## src/rtl/divprog_pkg.sv

```systemverilog
package divprog_pkg;
  parameter int M_W   = 9;
  parameter int N_W   = 2;
  parameter int T_W   = 3;
  parameter int M_MIN = 100;
  parameter int M_MAX = 350;
  parameter int M_RST = 100;
  parameter int SYNC_STAGES = 2;

  localparam int FRAME_W = T_W + N_W + M_W;

  // Frame layout: test code in the top bits, feedback value at the bottom.
  typedef struct packed {
    logic [T_W-1:0] t;
    logic [N_W-1:0] n;
    logic [M_W-1:0] m;
  } frame_t;
endpackage

```

## src/rtl/divprog_sync.sv

```systemverilog
module divprog_sync #(
  parameter int           W      = 3,
  parameter int           STAGES = 2,
  parameter logic [W-1:0] RST    = '0
) (
  input  logic         clk,
  input  logic         rst_n,
  input  logic [W-1:0] async_i,
  output logic [W-1:0] lvl_o,
  output logic [W-1:0] dly_o
);
  logic [W-1:0] stg_q [STAGES];
  logic [W-1:0] dly_q;

  genvar g;
  generate
    for (g = 0; g < STAGES; g++) begin : g_stage
      logic [W-1:0] stg_d;
      if (g == 0) begin : g_first
        assign stg_d = async_i;
      end else begin : g_next
        assign stg_d = stg_q[g-1];
      end
      always_ff @(posedge clk or negedge rst_n) begin
        if (!rst_n) stg_q[g] <= RST;
        else        stg_q[g] <= stg_d;
      end
    end
  endgenerate

  always_ff @(posedge clk or negedge rst_n) begin
    if (!rst_n) dly_q <= RST;
    else        dly_q <= stg_q[STAGES-1];
  end

  assign lvl_o = stg_q[STAGES-1];
  assign dly_o = dly_q;
endmodule

```

## src/rtl/divprog_shreg.sv

```systemverilog
module divprog_shreg #(
  parameter int W = 14
) (
  input  logic         clk,
  input  logic         rst_n,
  input  logic         shift_en,
  input  logic         din,
  output logic [W-1:0] q_o,
  output logic [W-1:0] nxt_o
);
  logic [W-1:0] sr_q;
  logic [W-1:0] sr_d;

  always_comb begin
    sr_d = {sr_q[W-2:0], din};
  end

  always_ff @(posedge clk or negedge rst_n) begin
    if (!rst_n)        sr_q <= '0;
    else if (shift_en) sr_q <= sr_d;
  end

  assign q_o   = sr_q;
  assign nxt_o = sr_d;
endmodule

```

## src/rtl/divprog_range.sv

```systemverilog
module divprog_range #(
  parameter int W   = 9,
  parameter int MIN = 100,
  parameter int MAX = 350
) (
  input  logic [W-1:0] val_i,
  output logic         ok_o
);
  localparam logic [W-1:0] LO = W'(MIN);
  localparam logic [W-1:0] HI = W'(MAX);

  always_comb begin
    ok_o = (val_i >= LO) && (val_i <= HI);
  end
endmodule

```

## src/rtl/divprog_ctrl.sv

```systemverilog
module divprog_ctrl
  import divprog_pkg::*;
(
  input  logic           clk,
  input  logic           rst_n,
  input  logic           par_ld_n,
  input  logic [M_W-1:0] par_m,
  input  logic [N_W-1:0] par_n,
  input  logic           ser_clk,
  input  logic           ser_dat,
  input  logic           ser_ld,
  output logic [M_W-1:0] m_val,
  output logic [N_W-1:0] n_code,
  output logic [T_W-1:0] t_code,
  output logic           m_ok,
  output logic           sr_out,
  output logic           test_out
);
  localparam int NSTB     = 3;
  localparam int IX_SCLK  = 0;
  localparam int IX_PL    = 1;
  localparam int IX_SL    = 2;
  localparam logic [NSTB-1:0] STB_RST = 3'b010;

  logic [NSTB-1:0] stb_lvl, stb_dly;
  logic            pl_lvl, pl_rise, sl_hi, sl_rise, sclk_rise;
  logic [SYNC_STAGES-1:0] dat_q;
  logic            dat_s;
  logic [FRAME_W-1:0] sr_q, sr_nxt;
  frame_t          frm_cur, frm_nxt;
  logic            shift_en;

  logic [M_W-1:0] m_q, m_d;
  logic [N_W-1:0] n_q, n_d;
  logic [T_W-1:0] t_q, t_d;

  divprog_sync #(.W(NSTB), .STAGES(SYNC_STAGES), .RST(STB_RST)) u_sync (
    .clk    (clk),
    .rst_n  (rst_n),
    .async_i({ser_ld, par_ld_n, ser_clk}),
    .lvl_o  (stb_lvl),
    .dly_o  (stb_dly)
  );

  // Data line goes through the same depth so it lines up with the clock edge.
  always_ff @(posedge clk or negedge rst_n) begin
    if (!rst_n) dat_q <= '0;
    else        dat_q <= {dat_q[SYNC_STAGES-2:0], ser_dat};
  end
  assign dat_s = dat_q[SYNC_STAGES-1];

  assign pl_lvl    = stb_lvl[IX_PL];
  assign pl_rise   = stb_lvl[IX_PL] & ~stb_dly[IX_PL];
  assign sl_hi     = stb_lvl[IX_SL];
  assign sl_rise   = stb_lvl[IX_SL] & ~stb_dly[IX_SL];
  assign sclk_rise = stb_lvl[IX_SCLK] & ~stb_dly[IX_SCLK];

  assign shift_en  = pl_lvl & sclk_rise;

  divprog_shreg #(.W(FRAME_W)) u_shreg (
    .clk     (clk),
    .rst_n   (rst_n),
    .shift_en(shift_en),
    .din     (dat_s),
    .q_o     (sr_q),
    .nxt_o   (sr_nxt)
  );

  assign frm_cur = frame_t'(sr_q);
  assign frm_nxt = frame_t'(sr_nxt);

  // Next state of the active registers
  always_comb begin
    m_d = m_q;
    n_d = n_q;
    t_d = t_q;
    if (!pl_lvl || pl_rise) begin
      m_d = par_m;
      n_d = par_n;
    end else if (sl_hi && sclk_rise) begin
      m_d = frm_nxt.m;
      n_d = frm_nxt.n;
      t_d = frm_nxt.t;
    end else if (sl_rise) begin
      m_d = frm_cur.m;
      n_d = frm_cur.n;
      t_d = frm_cur.t;
    end
  end

  always_ff @(posedge clk or negedge rst_n) begin
    if (!rst_n) begin
      m_q <= M_W'(M_RST);
      n_q <= '0;
      t_q <= '0;
    end else begin
      m_q <= m_d;
      n_q <= n_d;
      t_q <= t_d;
    end
  end

  divprog_range #(.W(M_W), .MIN(M_MIN), .MAX(M_MAX)) u_range (
    .val_i(m_q),
    .ok_o (m_ok)
  );

  assign m_val    = m_q;
  assign n_code   = n_q;
  assign t_code   = t_q;
  assign sr_out   = sr_q[FRAME_W-1];
  assign test_out = (t_q == '0) ? sr_q[FRAME_W-1] : 1'b0;
endmodule

```

## config.mk

```make
export PLATFORM = sky130hd
export DESIGN_NAME = divprog_ctrl
export DESIGN_NICKNAME = d
export VERILOG_FILES = /design/src/rtl/divprog_pkg.sv /design/src/rtl/divprog_sync.sv /design/src/rtl/divprog_shreg.sv /design/src/rtl/divprog_range.sv /design/src/rtl/divprog_ctrl.sv
export SDC_FILE = /design/constraint.sdc
export NUM_CORES = 1
export LEC_CHECK = 0
export BUFFER_PORTS_ARGS = -buffer_cell sky130_fd_sc_hd__buf_2
export CORE_MARGIN = 4
export CORE_UTILIZATION = 38
export CTS_BUF_LIST = sky130_fd_sc_hd__clkbuf_4
export DETAILED_ROUTE_END_ITERATION = 6
export PLACE_DENSITY = 0.61
export SKIP_CTS_REPAIR_TIMING = 1
export SLEW_MARGIN = 10
export SYNTH_ARGS = -nofsm -noshare
export SYNTH_HDL_FRONTEND = slang
export SYNTH_HIERARCHICAL = 1
export SYNTH_SLANG_ARGS = --single-unit
```

## constraint.sdc

```tcl
create_clock -name clk -period 1.5 [get_ports clk]
set_input_delay 0.375 -clock clk [delete_from_list [all_inputs] [get_ports clk]]
set_output_delay 0.375 -clock clk [all_outputs]
set_load 0.1 [all_outputs]
```

Yosys cells after proc, flatten, opt, wreduce, memory -nomap -nowiden:

Index checks and enable logic that the tools add are counted.

* muxes and demuxes: 9
* magnitude comparators: 2
* bitwise logic cells: 8
* reduce and logical (&&, ||, !) cells: 8

Operators by type and width (count)
* $mux W9: 3
* $ge A9 B7 Y1 const B: 1
* $le A9 B9 Y1 const B: 1
* $mux W2: 3
* $mux W3: 2
* $and A1 B1 Y1: 4
* $not A1 Y1: 4
* $logic_not A3 Y1: 1
* $reduce_bool A3 Y1: 1
* $logic_and A1 B1 Y1: 2
* $reduce_and A2 Y1: 1
* $reduce_bool A2 Y1: 1
* $logic_not A1 Y1: 1
* $logic_or A1 B1 Y1: 1
* $mux W1: 1

* logic and storage cells: 35
* bits of input ports: 17
* register bits after elaboration: 39

Longest topological paths before layout:

Gate-level depths: netlist of the first run.

* word-level depth: 5
* mapped depth: 5
* depth with buffers taken out: 3

Cells and area by module:

The synthesis of the first run kept the hierarchy.

Modules (own cells, without submodules)
* divprog_ctrl: area an instance 868.3 um^2, cells an instance 80, times used 1, seq. area each 404.1 um^2
* divprog_shreg: area an instance 624.3 um^2, cells an instance 43, times used 1, seq. area each 350.3 um^2
* divprog_sync: area an instance 229.0 um^2, cells an instance 9, times used 1, seq. area each 229.0 um^2
* divprog_range: area an instance 60.1 um^2, cells an instance 11, times used 1, seq. area each 0.0 um^2

Worst setup path after synthesis of the first run:

OpenSTA, ideal clock, no wires.

* path kind: flip-flop to output port
* from: reg u_shreg.sr_q[13] (netlist: u_shreg/q_o[13])
* to: out test_out
* cell stages (with the launch flop): 2
* path buffers: 0
* path slack: -2.967 ns
* arrival time: 4.092 ns
* path through: dfrtp_1 nor4b_1

* word-level cells in the longest chain between the ends: 1

Ends and longest elaborated chain
* from (decl): RTL line divprog_shreg.sv:11 `logic [W-1:0] sr_q;`
* from (signal assigned): RTL line divprog_shreg.sv:20 `else if (shift_en) sr_q <= sr_d;`
* $mux W1: RTL line divprog_ctrl.sv:112 `assign test_out = (t_q == '0) ? sr_q[FRAME_W-1] : 1'b0;`
* to (decl): RTL line divprog_ctrl.sv:17 `output logic test_out`

Every way passes these cells.

Worst setup path after layout of the first run:

* from: reg m_q[6] (netlist: m_val[6])
* to: out m_ok

* word-level cells in the longest chain between the ends: 2
* elaborated cells on any way between the ends: 3
* classes of those cells: order compare (2); reduce/logical (1)

Ends and longest elaborated chain
* from (decl): RTL line divprog_ctrl.sv:33 `logic [M_W-1:0] m_q, m_d;`
* from (signal assigned): RTL line divprog_ctrl.sv:93 `m_q <= M_W'(M_RST);`
* from (signal assigned): RTL line divprog_ctrl.sv:97 `m_q <= m_d;`
* $ge A9 B7 Y1 / $le A9 B9 Y1 (equally long branches): RTL line divprog_range.sv:13 `ok_o = (val_i >= LO) && (val_i <= HI);`
* $logic_and A1 B1 Y1 *: RTL line divprog_range.sv:13
* to (decl): RTL line divprog_ctrl.sv:15 `output logic m_ok,`

Mark *: on every way between the ends. The rest lies on a longest branch, timed or not.

==> out/metrics.yaml, run 1 <==
rrSetupSlack_ps: 30
grt_pass1_wl_mm: 5.72
track_usage_pct: 12.2
finalCriticalPeriod_ps: 2120
die_area_sq_um: 5850
powerDensity_nw_per_um2: 1120
yosys_register_bits: 39
drive_gt1_share_pct: 54.1
layout_commonest_cell: "dfrtp_1"
die_y_um: 76.5
cellLeakagePower_nw: 1.16
final_nets: 201
max_stage_delay_ps: 650
maxCapViolCount: 0
die_w_um: 76.5
portBuffers: 33
yosys_warnings: 6
start_util_pct: 40.1
syn_area_sq_um: 1780
max-slew-margin-rel_pct: 75.9
clk_latency_ps: 340
path_cells: "nand2_2 -> or3_4 -> a21oi_4 -> buf_12"
vias_per_cell: 5.03
arrival_ps: 1740
period_share_pct: 141
cts_sinks: 39
firstDrtPassIters: 4
critPathKind: "flop to output port"
finalHoldViolations: 0
path_clk_slew_ps: 120
synth.area.top_cells: "dfrtp_1 46%, mux2_2 11%, dfstp_2 8.8%"
cp-end-kind: "output port"
stdcell_area_sq_um: 2400
tightestPinTransition_ps: 361
slowest_stage: "dfstp_4"
antenna_cells: 0
path_buf_inv: 1
final_cell_mix: "26 x dfrtp_1, 17 x mux2_2, 16 x buf_2"
clock.fmax_ghz: 0.472
grt_pass1_vias: 1242
syn_area_per_cell_sq_um: 12.5
syn_nets: 160
dp_hpwl_mm: 2.51
cts_tree: "done"
placed_cell_area_sq_um: 2250
ctsHtreeMaxLevel: 2
yosysTopAreaCell: "dfrtp_1"
power_mw: 2.68
setup_viol: 5
detail_route.wirelength_mm: 3.35
via_count: 1191
crit_family: "flip-flops"
postSynthCellCount: 143
ir_drop_mv: 0.426
fin_setup_tns_ps: -1220
antenna_found_initial: 0
antenna_left: 0
drt_iter0_drc: 79
gr-total-overflow: 0
cp-start-kind: "flop"
violations: "negative setup slack"
crit_fanout: 4
io_pins: 34
post-route-util_pct: 54.1
outcome: "finished with violations"
clockBufferDepth: 2
rsz0062_at_grt: "true"
worstPathRequired_ps: 1120
row_count: 24
synth_top_area_share_pct: 46.3
finClkSkew_ps: 22.5
cts_buffers: 5
ys_types: 26
root_buffer: "clkbuf_4"
place.gp.congestion: 0.751
grt_max_degree: 40
coreArea_sq_um: 4440
setup_slack_ps: -619
place_ws_ps: -281
ys_seq_area_share_pct: 55.2
drcViolationCount: 0
avgRoutedWirePerCell_um: 14.1
worstHoldPathType: "input port to flop"
area_growth_pct: 35.0
slew_violations: 0
## cell families (layout without fill, tap and decap cells)
kind of cell	count (synthesis)	count (layout)	synth area share [%]
buffers and inverters	30	72	10.4
multiplexers	31	31	19.5
AND/OR/NAND/NOR	29	29	8.36
flip-flops	39	39	55.2
AO/OA/AOI/OAI	14	14	6.60
## path summary, 6_finish.rpt
check                                      startpoint                          to  cells after the start
max                                          m_val[6]                        m_ok                      4
min                                          par_ld_n  u_sync/g_stage[1].stg_d[1]                      1
max reg2reg                           u_sync/dly_o[0]                   t_code[1]                      4
min reg2reg                u_sync/g_stage[1].stg_d[2]             u_sync/lvl_o[2]                      0
max in group asynchronous                       rst_n                    m_val[2]                      3
min in group asynchronous                       rst_n             u_sync/lvl_o[0]                      3
## routing by layer
metal | vias up | track usage [%] | share of wire, %
li1 | 568 | - | -
met1 | 581 | 15.2 | 44
met2 | 32 | 19.2 | 48
met3 | 10 | 4.02 | 4.8
met4 | 0 | 5.80 | 3.0
met5 | - | 0 | 0
## cells in the mapped netlist
| cell type | instances |
|---|---|
| o211ai_2 | 1 |
| o221ai_1 | 10 |
| mux2_4 | 3 |
| buf_4 | 15 |
| nand2_1 | 15 |
| nand3b_1 | 1 |
| or2b_1 | 1 |
| buf_2 | 1 |
| mux2_2 | 17 |
| or3_1 | 1 |
| nor2b_1 | 3 |
| nor4_1 | 1 |
| nand4_1 | 1 |
| inv_1 | 11 |
| nor3_1 | 1 |
| nor4b_1 | 1 |
| buf_6 | 2 |
| clkbuf_1 | 1 |
| mux2i_1 | 11 |
| o211ai_1 | 1 |
| a21oi_1 | 2 |
| and2_1 | 2 |
| nand4b_1 | 1 |
| dfstp_2 | 6 |
| nand3_1 | 1 |
| dfrtp_1 | 33 |
## final cells by class
class                      count  area, sq um
clock buffer                   6         45.0
clock inverter                 2         12.5
fill                         374         2040
inverter                      11         41.3
multi-input combinational     74          663
sequential                    39         1000
tap                           52         65.1
timing repair buffer          53          574
## sequential cells by signal, indices dropped and copies added, names as in the netlist
signal                cells
u_sync/g_stage.stg_d      3
u_sync/dly_o              3
u_shreg/q_o              14
dat_q                     2
n_code                    2
m_val                     9
t_code                    3
u_sync/lvl_o              3
## power breakdown
| group | internal, mW | switching, mW | total (mW) | leakage, nW |
|---|---|---|---|---|
| sequential | 1.22 | 0.122 | 1.34 | 0.469 |
| combinational | 0.353 | 0.462 | 0.815 | 0.664 |
| clock | 0.199 | 0.332 | 0.531 | 0.0317 |
| total | 1.77 | 0.916 | 2.68 | 1.16 |
## worst register-to-register path, cell delays in order, from the launching register on
cell	delay, ps
dfrtp_1	410
nand3b_1	220
buf_6	170
mux2_4	290
mux2_2	260
## metrics by stage
stage,std cells,hold WS [ps]
after floorplan,143,79.4
after global placement,223,332
after detailed placement,223,335
after CTS,231,-33.4
after global routing,237,84.1
final,237,123
Note: power is estimated with default switching activity, not from simulation.
==> run 2, diff against run 1 <==
--- a/config.mk
+++ b/config.mk
@@ -5,10 +5,10 @@
 export SDC_FILE = /design/constraint.sdc
 export NUM_CORES = 1
 export LEC_CHECK = 0
+export ABC_CLOCK_PERIOD_IN_PS = 1500
 export BUFFER_PORTS_ARGS = -buffer_cell sky130_fd_sc_hd__buf_2
 export CORE_MARGIN = 4
 export CORE_UTILIZATION = 38
-export CTS_BUF_LIST = sky130_fd_sc_hd__clkbuf_4
 export DETAILED_ROUTE_END_ITERATION = 6
 export PLACE_DENSITY = 0.61
 export SKIP_CTS_REPAIR_TIMING = 1
==> run 2 against run 1 <==
Net effect: the flow still finishes with violations (negative setup slack); global-route usage about the same; critical endpoint unchanged; non-clock buffer count decreased by 1; die area unchanged.
==> out/metrics.yaml, run 2 (synthesis gave the netlist of run 1 again) <==
area_growth_pct: 34.8
r2r_cells: 4  # unchanged
dp_hpwl_mm: 2.51  # unchanged
arrival_ps: 1680  # -60 ps
slew_violations: 0  # unchanged
final_nets: 200  # -0.50%
via_count: 1177  # -1.2%
ir_drop_mv: 0.465  # +9.2%
worstHoldPathType: "input port to async pin"
switching_share_pct: 32.9  # -1.2 points
violations: "negative setup slack"
clkPwrFrac_pct: 23.7  # +3.9 points
clock.fmax_ghz: 0.487  # +3.3%
path_clk_slew_ps: 70  # -50 ps
setup_slack_ps: -552  # +66.7 ps
power_switching_mw: 0.927  # +1.2%
detail_route.wirelength_mm: 3.34  # -0.12%
cts_tree: "done"
root_buffer: "clkbuf_8"
clockBufferDepth: 2  # unchanged
coreArea_sq_um: 4440  # unchanged
place.gp.congestion: 0.751  # unchanged
die_area_sq_um: 5850  # unchanged
cp-start-kind: "flop"
critPathKind: "flop to output port"
fin_hold_ws_ps: 35.7  # -87.2 ps
nFillCells: 375  # +0.27%
antenna_found_initial: 0  # unchanged
register_area_sq_um: 1000  # unchanged
cp-end-kind: "output port"
cts_sinks: 39  # unchanged
r2r-end: "t_code[1]"
grt_pass1_wl_mm: 5.69  # -0.49%
row_count: 24  # unchanged
ctsHtreeMaxLevel: 2  # unchanged
slowest_stage: "dfstp_4"
antenna_left: 0  # unchanged
finClkSkew_ps: 10.7  # -11.8 ps
placed_cell_area_sq_um: 2250  # unchanged
powerDensity_nw_per_um2: 1170  # +5.0%
die_w_um: 76.5  # unchanged
max-slew-margin-rel_pct: 67.7  # -8.2 points
setup_viol: 5  # unchanged
firstDrtPassIters: 4  # unchanged
multi_input_area_sq_um: 663  # unchanged
largest_register_ffs: 14  # unchanged
drt_iter0_drc: 52  # -34%
period_share_pct: 137  # -4.4 points
outcome: "finished with violations"
grt_pass1_vias: 1245  # +0.24%
die_y_um: 76.5  # unchanged
maxCapViolCount: 0  # unchanged
place_ws_ps: -281  # unchanged
power_mw: 2.81  # +4.8%
grt_max_degree: 40  # unchanged
rsz0062_at_grt: "true"
cellLeakagePower_nw: 1.16  # about the same
drive_gt1_share_pct: 53.8  # -0.25 points
portBuffers: 33  # unchanged
p_int_mw: 1.89  # +6.8%
seqPwrFrac_pct: 47.5  # -2.3 points
drcViolationCount: 0  # unchanged
tightestPinTransition_ps: 488  # +127 ps
avgRoutedWirePerCell_um: 14.2  # +0.30%
io_pins: 34  # unchanged
max_stage_delay_ps: 630  # -20 ps
combPwrFrac_pct: 28.7  # -1.7 points
r2r-start: "u_sync/dly_o[0]"
vias_per_cell: 4.99  # -0.76%
finalHoldViolations: 0  # unchanged
finalCriticalPeriod_ps: 2050  # -66.7 ps
final_cell_mix: "26 x dfrtp_1, 17 x mux2_2, 17 x buf_2"
track_usage_pct: 12.2  # +0.025 points
gr-total-overflow: 0  # unchanged
cts_buffers: 5  # unchanged
clk_latency_ps: 280  # -60 ps
start_util_pct: 40.1  # unchanged
fin_setup_tns_ps: -953  # +268 ps
worstPathRequired_ps: 1120  # about the same
antenna_cells: 0  # unchanged
path_cells: "nand2_2 -> or3_4 -> a21oi_4 -> buf_12"
layout_commonest_cell: "dfrtp_1"
crit_fanout: 4  # unchanged
stdcell_area_sq_um: 2400  # -0.16%
rrSetupSlack_ps: 30  # about the same
## run 2: final cells by class
cell class / count / share of cell area (%)
multi-input cells: 74 / 27.6
clock buffers: 6 / 3.02
flip-flops and latches: 39 / 41.8
well taps: 52 / 2.71
clock inverters: 2 / 0.521
repair buffers: 52 / 22.6
inverters: 11 / 1.72
## run 2: how the worst max path moves through the flow
stage / from / end / slack, ps / cells past startpoint
3_3_place_gp: m_val[6] / m_ok / -260 / 4
2_1_floorplan: m_val[6] / m_ok / -700 / 3
5_1_grt: m_val[6] / m_ok / -620 / 4
3_5_place_dp: m_val[6] / m_ok / -280 / 4
6_report: m_val[6] / m_ok / -550 / 4
4_1_cts: m_val[6] / m_ok / -600 / 4
## run 2: worst max-delay path: cells and delay by family (launching register included)
family,cells,cell delay (ps)
buf+inv,1,190
flops,1,630
simple gates,2,430
compound gates,1,150
## run 2: routing by layer
layer  routed length [um]  part of all wire (%)  vias to the layer above  track usage [%]
li1                     -                     -                      565                -
met2                 1690                    50                       20             19.2
met3                  104                   3.1                        6             4.73
met1                 1480                    44                      586             15.1
met5                    0                     0                        -                0
met4                   69                   2.1                        0             5.07
## run 2: per-stage QoR
stage | cells | util (%)
finish | 236 | 54.0
global route | 236 | 54.0
CTS | 231 | 52.5
detailed placement | 223 | 50.6
global placement | 223 | 50.6
floorplan | 143 | -
## run 2: power groups by stage
stage               clock [mW]  combinational [mW]  sequential (mW)
floorplan                    0               0.434             1.56
global placement             0               0.784             1.35
detailed placement           0               0.793             1.36
CTS                      0.705               0.795             1.34
global route             0.752               0.859             1.37
finish                   0.668               0.808             1.34
